===== src/rtl/dl_link_ctrl_pkg.sv =====
package dl_link_ctrl_pkg;

   typedef enum logic [2:0] {
      LS_DISC  = 3'd0,
      LS_XCHG  = 3'd1,
      LS_FC1   = 3'd2,
      LS_FC2   = 3'd3,
      LS_RUN   = 3'd4
   } link_state_e;

   typedef struct packed {
      logic up;
      logic drop;
      logic dllp_gate;
      logic tlp_gate;
      logic xchg;
      logic phase2;
   } link_gates_t;

endpackage


===== src/rtl/dl_link_next.sv =====
module dl_link_next
   import dl_link_ctrl_pkg::*;
#(
   parameter int FEATURE_SUPPORT = 1
) (
   input  logic        clk,
   input  logic        rst_n,
   input  link_state_e state_q,
   input  logic        phy_link_up,
   input  logic        xchg_en,
   input  logic        xchg_done,
   input  logic        fc1_done,
   input  logic        fc2_done,
   output link_state_e state_nx
);

   logic feat_go;

   generate
      if (FEATURE_SUPPORT != 0) begin : g_feat
         assign feat_go = xchg_en;
      end else begin : g_nofeat
         assign feat_go = 1'b0;
      end
   endgenerate

   always_comb begin
      state_nx = state_q;
      if (!phy_link_up) begin
         state_nx = LS_DISC;
      end else begin
         unique case (state_q)
            LS_DISC: state_nx = feat_go ? LS_XCHG : LS_FC1;
            LS_XCHG: if (xchg_done) state_nx = LS_FC1;
            LS_FC1:  if (fc1_done)  state_nx = LS_FC2;
            LS_FC2:  if (fc2_done)  state_nx = LS_RUN;
            LS_RUN:  state_nx = LS_RUN;
            default: state_nx = LS_DISC;
         endcase
      end
   end

   // without the feature, the exchange state is never reached
   generate
      if (FEATURE_SUPPORT == 0) begin : g_chk_nofeat
         assert_no_xchg_R10: assert property (@(posedge clk) disable iff (!rst_n)
            state_q != LS_XCHG);
      end
   endgenerate

   // with the link down, the block stays disconnected
   assert_disc_hold_R2: assert property (@(posedge clk) disable iff (!rst_n)
      (state_q == LS_DISC && !phy_link_up) |=> (state_q == LS_DISC));

endmodule


===== src/rtl/dl_link_gates.sv =====
module dl_link_gates
   import dl_link_ctrl_pkg::*;
(
   input  link_state_e state_q,
   output link_gates_t gates
);

   always_comb begin
      gates = '0;
      unique case (state_q)
         LS_DISC: gates.drop = 1'b1;
         LS_XCHG: gates.xchg = 1'b1;
         LS_FC1:  gates.dllp_gate = 1'b1;
         LS_FC2: begin
            gates.dllp_gate = 1'b1;
            gates.up        = 1'b1;
            gates.phase2    = 1'b1;
         end
         LS_RUN: begin
            gates.dllp_gate = 1'b1;
            gates.tlp_gate  = 1'b1;
            gates.up        = 1'b1;
         end
         default: gates.drop = 1'b1;
      endcase
   end

endmodule


===== src/rtl/dl_link_pulse.sv =====
module dl_link_pulse
   import dl_link_ctrl_pkg::*;
(
   input  logic        clk,
   input  logic        rst_n,
   input  link_state_e state_q,
   input  link_state_e state_nx,
   input  logic        phy_link_up,
   output logic        flush_retry,
   output logic        fc_start
);

   always_ff @(posedge clk or negedge rst_n) begin
      if (!rst_n) begin
         flush_retry <= 1'b0;
         fc_start    <= 1'b0;
      end else begin
         flush_retry <= (state_q != LS_DISC) && !phy_link_up;
         fc_start    <= (state_nx == LS_FC1) && (state_q != LS_FC1);
      end
   end

   assert_flush_single_R8: assert property (@(posedge clk) disable iff (!rst_n)
      flush_retry |=> !flush_retry);

   assert_fcstart_single_R4: assert property (@(posedge clk) disable iff (!rst_n)
      fc_start |=> !fc_start);

   assert_fcstart_in_fc1_R4: assert property (@(posedge clk) disable iff (!rst_n)
      fc_start |-> (state_q == LS_FC1));

endmodule


===== src/rtl/dl_link_ctrl.sv =====
module dl_link_ctrl
   import dl_link_ctrl_pkg::*;
#(
   parameter int FEATURE_SUPPORT = 1,
   parameter int NUM_VC          = 1,
   localparam int VC_W           = (NUM_VC > 1) ? $clog2(NUM_VC) : 1
) (
   input  logic            clk,
   input  logic            rst_n,
   input  logic            phy_link_up,
   input  logic            xchg_en,
   input  logic            xchg_done,
   input  logic            fc1_done,
   input  logic            fc2_done,
   output logic            link_is_up,
   output logic            flush_retry,
   output logic            drop_pending,
   output logic            dllp_tx_en,
   output logic            dllp_rx_en,
   output logic            tlp_tx_en,
   output logic            tlp_rx_en,
   output logic            fc_start,
   output logic            fc_phase2,
   output logic [VC_W-1:0] fc_vc,
   output logic            xchg_busy
);

   initial begin
      assert (FEATURE_SUPPORT == 0 || FEATURE_SUPPORT == 1)
         else $error("FEATURE_SUPPORT must be 0 or 1");
      assert (NUM_VC >= 1)
         else $error("NUM_VC must be at least 1");
   end

   link_state_e state_q, state_nx;
   link_gates_t gates;

   dl_link_next #(.FEATURE_SUPPORT(FEATURE_SUPPORT)) u_next (
      .clk        (clk),
      .rst_n      (rst_n),
      .state_q    (state_q),
      .phy_link_up(phy_link_up),
      .xchg_en    (xchg_en),
      .xchg_done  (xchg_done),
      .fc1_done   (fc1_done),
      .fc2_done   (fc2_done),
      .state_nx   (state_nx)
   );

   always_ff @(posedge clk or negedge rst_n) begin
      if (!rst_n) state_q <= LS_DISC;
      else        state_q <= state_nx;
   end

   dl_link_gates u_gates (
      .state_q(state_q),
      .gates  (gates)
   );

   dl_link_pulse u_pulse (
      .clk        (clk),
      .rst_n      (rst_n),
      .state_q    (state_q),
      .state_nx   (state_nx),
      .phy_link_up(phy_link_up),
      .flush_retry(flush_retry),
      .fc_start   (fc_start)
   );

   assign link_is_up   = gates.up;
   assign drop_pending = gates.drop;
   assign dllp_tx_en   = gates.dllp_gate;
   assign dllp_rx_en   = gates.dllp_gate;
   assign tlp_tx_en    = gates.tlp_gate;
   assign tlp_rx_en    = gates.tlp_gate;
   assign xchg_busy    = gates.xchg;
   assign fc_phase2    = gates.phase2;
   assign fc_vc        = '0;   // only the default channel is set up

   assert_linkdrop_R8: assert property (@(posedge clk) disable iff (!rst_n)
      (!phy_link_up && state_q != LS_DISC) |=> (drop_pending && flush_retry));

   assert_up_after_fc1_R6: assert property (@(posedge clk) disable iff (!rst_n)
      $rose(link_is_up) |-> $past(fc1_done && phy_link_up));

   assert_run_after_fc2_R7: assert property (@(posedge clk) disable iff (!rst_n)
      $rose(tlp_tx_en) |-> $past(fc2_done && link_is_up));

   assert_xchg_done_R5: assert property (@(posedge clk) disable iff (!rst_n)
      $fell(xchg_busy) && !drop_pending |-> $past(xchg_done) && fc_start);

   assert_disc_flag_R11: assert property (@(posedge clk) disable iff (!rst_n)
      $rose(drop_pending) |-> flush_retry);

endmodule


===== config.mk =====
export PLATFORM = sky130hd
export DESIGN_NAME = dl_link_ctrl
export DESIGN_NICKNAME = d
export VERILOG_FILES = /design/src/rtl/dl_link_ctrl_pkg.sv /design/src/rtl/dl_link_next.sv /design/src/rtl/dl_link_gates.sv /design/src/rtl/dl_link_pulse.sv /design/src/rtl/dl_link_ctrl.sv
export SDC_FILE = /design/constraint.sdc
export NUM_CORES = 1
export LEC_CHECK = 0
export CAP_MARGIN = 20
export CORE_AREA = 2 2 39 41
export CTS_CLUSTER_DIAMETER = 40
export CTS_CLUSTER_SIZE = 12
export DETAILED_ROUTE_END_ITERATION = 8
export DIE_AREA = 0 0 41 43
export PLACE_DENSITY = 0.59
export SLEW_MARGIN = 20
export SYNTH_ARGS = -nofsm -noshare
export SYNTH_HDL_FRONTEND = slang
export SYNTH_SLANG_ARGS = --single-unit

===== constraint.sdc =====
create_clock -name clk -period 4.4 [get_ports clk]
set_input_delay 1.32 -clock clk [delete_from_list [all_inputs] [get_ports clk]]
set_output_delay 1.32 -clock clk [all_outputs]
set_load 0.05 [all_outputs]

Word level (Yosys, flattened, before mapping)
Index checks and enable logic that the tools add are counted.
{"block": "totals", "ff_bits": 5, "elab_cells": 29, "inputBits": 7}
{"block": "classes", "eq_ne": 6, "n_reduce_logical": 8, "muxes": 12}
{"operator": "$pmux W3 S5", "n": 1}
{"operator": "$mux W3", "n": 4}
{"operator": "$eq A3 B2 Y1 const B", "n": 3}
{"operator": "$mux W1", "n": 6}
{"operator": "$reduce_or A4 Y1", "n": 1}
{"operator": "$eq A3 B1 Y1 const B", "n": 1}
{"operator": "$eq A3 B3 Y1 const B", "n": 1}
{"operator": "$logic_not A3 Y1", "n": 1}
{"operator": "$ne A3 B2 Y1 const B", "n": 1}
{"operator": "$reduce_bool A3 Y1", "n": 1}
{"operator": "$reduce_or A3 Y1", "n": 1}
{"operator": "$logic_and A1 B1 Y1", "n": 2}
{"operator": "$mux W2", "n": 1}
{"operator": "$reduce_or A2 Y1", "n": 1}
{"operator": "$logic_not A1 Y1", "n": 1}

Longest topological paths before layout
{"block": "logic_depth", "depth_word": 5, "ltp_mapped": 5, "mapped_depth_nobuf": 5}

Modules after synthesis
From an unflattened synthesis, not the netlist that was laid out.
{"block": "unflattened", "cells_unflattened": 34, "area_unflattened_um2": 332.8}
{"module": "dl_link_ctrl", "cells_each": 7, "n_inst": 1, "seq_area_each_um2": 75.1, "area_each_um2": 101.3}
{"module": "dl_link_next", "cells_each": 12, "n_inst": 1, "seq_area_each_um2": 0.0, "area_each_um2": 91.3}
{"module": "dl_link_pulse", "cells_each": 7, "n_inst": 1, "seq_area_each_um2": 50.0, "area_each_um2": 81.3}
{"module": "dl_link_gates", "cells_each": 8, "n_inst": 1, "seq_area_each_um2": 0.0, "area_each_um2": 58.8}

Least setup slack after synthesis
No wires, ideal clock.
{"block": "synth_path", "path_kind": "reg2out", "start": "register state_q[1]", "end": "output xchg_busy", "arrival_ns": 1.668, "setup_slack_ns": 1.412, "n_path_buf": 1, "stages_incl_launch_ff": 3, "cell_sequence": "dfrtp_1 -> buf_4 -> nor3b_1"}
{"block": "synth_between", "elab_chain_len": 2}
{"item": "start: declaration", "line_no": "dl_link_ctrl.sv:35", "rtl": "link_state_e state_q, state_nx;"}
{"item": "start signal: assignment", "line_no": "dl_link_ctrl.sv:52", "rtl": "else state_q <= state_nx;"}
{"item": "$eq A3 B1 Y1", "line_no": "dl_link_gates.sv:10", "rtl": "unique case (state_q)"}
{"item": "$mux W1", "line_no": "dl_link_gates.sv:10"}
{"item": "end: declaration", "line_no": "dl_link_ctrl.sv:25", "rtl": "output logic xchg_busy"}
No other way between the ends.

Final worst setup path
{"block": "layout_path", "start": "register state_q[1]", "end": "output link_is_up"}
{"block": "layout_between", "elab_chain_len": 3, "word_cells_on_any_way": 4, "classes_between": "2 x eq/ne; 1 x mux; 1 x reduce/logical"}
{"item": "$eq A3 B2 Y1 or $eq A3 B3 Y1 (tied branches)", "line_no": "dl_link_gates.sv:10"}
{"item": "$reduce_or A2 Y1 (no source line) *"}
{"item": "$mux W1 *", "line_no": "dl_link_gates.sv:10"}
{"item": "end: declaration", "line_no": "dl_link_ctrl.sv:15", "rtl": "output logic link_is_up,"}
Every way passes the cells marked *; elsewhere a longest branch is shown, timed or not.

==> summary.txt <==
RSZ-0062 raised after global routing -> no
Place WS -> 1270 ps
# fillers -> 165
CTS sink cnt -> 5
maximum vdd drop -> 0.187 mV
Clock Tree Root -> clkbuf_4
die width -> 41 um
multi-input logic area -> 166 um^2
slack of the worst reg-to-reg path -> 3060 ps
largest net degree at the start of global routing -> 11
Die Y -> 43 um
GRT overflow -> 0
Worst setup startpoint -> state_q[1]$_DFF_PN0_
final core occ -> 0.369
vias -> 323
crit-path max FO -> 10
Crit path required time -> 3080 ps
ANT cells -> 0
WP data arrival -> 2050 ps
First DRT Iteration DRCs -> 2
cell-internal power -> 0.000113 W
Layout Nets -> 63
skew final -> 0.699 ps
core area -> 0.00138 mm^2
R2R Path End -> u_pulse.fc_start$_DFF_PN0_
switching pwr -> 0.0000722 W
H-tree Lvls -> 1
initial antenna violation count -> 0
final setup violation count -> 0
Leak Pwr -> 0.224 nW
Mapped Area -> 339 um^2
Post-DP HPWL -> 552 um
final setup TNS -> 0 ps
share of cells above drive strength 1 -> 0.127
Boundary Pins -> 18
Clock Path Buffers -> 2
Final Hold Vio Count -> 0
R2R depth -> 4
first-pass GRT wire length -> 1.11 mm
Final Cycle Share -> 0.766
DR pass1 iterations -> 2
PD cells -> 364 mW/mm^2
Post-CTS Resized -> 0
type of the worst setup path -> reg2out
Layout area overhead -> 50.6%
vias in the first global route -> 292
critical path capture point type -> output port
Hold WC Path Type -> reg2reg
Inserted Clock Buffers -> 3
Die ar. -> 0.00176 mm^2
row count -> 14
DR WL/cell -> 9.89 um
Slew Viols, Final -> 0
post-synth cell types -> 23
post-route ant nets -> 0
worst r2r src -> state_q[1]$_DFF_PN0_
final setup margin -> 1030 ps
DRC Markers -> 0
Post-Layout Cell Count -> 71
FMAX -> 297 MHz
crit path launch type -> flop
Post-Syn Instances -> 40
Synth Register Bits -> 5
global-route usage over all layers -> 0.0944
Combinational Power Share -> 0.412
status -> completed
Routed WL -> 702 um
register area share after synthesis -> 0.369
clock power share -> 0.281
clk slew on worst S/H paths -> 40 ps
Starting Density -> 0.245
MaxCap Viol Count -> 0
setup repair bufs after CTS -> 0
Final GP Congestion -> 0.636
fin crit period -> 3370 ps
Worst-Skew Late Latency -> 240 ps
Placed Cells -> 67
TritonCTS clock tree -> built
FF+latch area -> 125 um^2
Sequential Power Share -> 0.307
Synth warnings -> 0
CP Capture Point -> link_is_up
syn nets -> 47
Via density -> 4.55
Mean Syn Cell Area -> 8.48 um^2
Hold Buf Count CTS -> 0
# port buffers -> 16
Sw Share -> 0.389
## synthesized netlist by cell type
cell type	number	share of area
nand2b_1	1	0.018
a21oi_1	2	0.030
conb_1	1	0.011
o2111a_1	1	0.033
and3_1	1	0.018
nor3b_1	1	0.022
a31oi_1	1	0.018
buf_4	4	0.089
nor2b_1	2	0.037
nor2_1	2	0.022
o21ai_0	2	0.030
dfrtp_1	5	0.37
inv_1	1	0.011
nand3_1	1	0.015
clkinv_2	1	0.015
or3_1	1	0.018
or3_4	1	0.033
nand2_1	5	0.055
nor3_1	1	0.015
a21oi_2	1	0.026
buf_2	1	0.015
inv_2	1	0.011
mux2i_1	3	0.089
## metal layers
metal / global-route usage / vias to the layer above / share of wire
met2: 0.159 / 15 / 0.52
met5: 0 / - / 0
li1: - / 161 / -
met3: 0.0628 / 0 / 0.093
met1: 0.0900 / 147 / 0.39
met4: 0.0200 / 0 / 0
## how the worst min path moves through the flow
stage	depth (start not counted)	slack [ps]	start	to
after floorplan	2	620	state_q[2]$_DFF_PN0_	state_q[1]$_DFF_PN0_
after global placement	2	720	state_q[2]$_DFF_PN0_	state_q[1]$_DFF_PN0_
after detailed placement	2	730	state_q[2]$_DFF_PN0_	state_q[1]$_DFF_PN0_
after CTS	2	740	state_q[2]$_DFF_PN0_	state_q[1]$_DFF_PN0_
after global routing	2	770	state_q[2]$_DFF_PN0_	state_q[1]$_DFF_PN0_
final	2	730	state_q[2]$_DFF_PN0_	state_q[1]$_DFF_PN0_
## layout make-up
class,count,area share
clock buffer,4,0.0515
inverter,3,0.0245
sequential,5,0.245
timing repair buffer,16,0.314
tap,16,0.0392
multi-input combinational,27,0.326
## critical path, cell delays in order, from the launching register on
cell,delay (ps)
dfrtp_1,480
or3_4,440
o21ai_0,80
clkdlybuf4s50_1,820
## cells by family (layout without fill, tap and decap cells)
logic type,count (synthesis),count (layout),synth area share
mux,3,3,0.0886
compound gates,7,7,0.137
flops,5,5,0.369
buf+inv,8,23,0.140
simple gates,16,16,0.255
other cells,1,1,0.0111
## power by group through the flow
stage,clock network (W),logic [W],registers (W)
finish,0.0000521,0.0000765,0.0000571
global route,0.0000576,0.0000820,0.0000580
CTS,0.0000547,0.0000773,0.0000571
detailed placement,0,0.0000771,0.0000578
global placement,0,0.0000772,0.0000575
floorplan,0,0.0000518,0.0000599
## through the flow
| stage | cell area [um^2] | hold slack, ps | power [W] |
|---|---|---|---|
| 5_1_grt | 510 | 774 | 0.000198 |
| 6_report | 510 | 726 | 0.000186 |
| 4_1_cts | 510 | 739 | 0.000189 |
| 2_1_floorplan | 339 | 622 | 0.000112 |
| 3_5_place_dp | 484 | 725 | 0.000135 |
| 3_3_place_gp | 484 | 719 | 0.000135 |
## placed cells by master (no fill, tap or decap), types with 2 or more instances in the layout
master / Yosys / routed
nor2b_1: 2 / 2
clkbuf_4: 0 / 3
dfrtp_1: 5 / 5
a21oi_1: 2 / 2
o21ai_0: 2 / 2
nor2_1: 2 / 2
clkdlybuf4s50_1: 0 / 16
mux2i_1: 3 / 3
nand2_1: 5 / 5
## sequential cells by signal, summed over array words and instances (netlist names)
signal               flops
state_q                  3
u_pulse.fc_start         1
u_pulse.flush_retry      1
No activity file was read; power rests on OpenSTA's default activity.
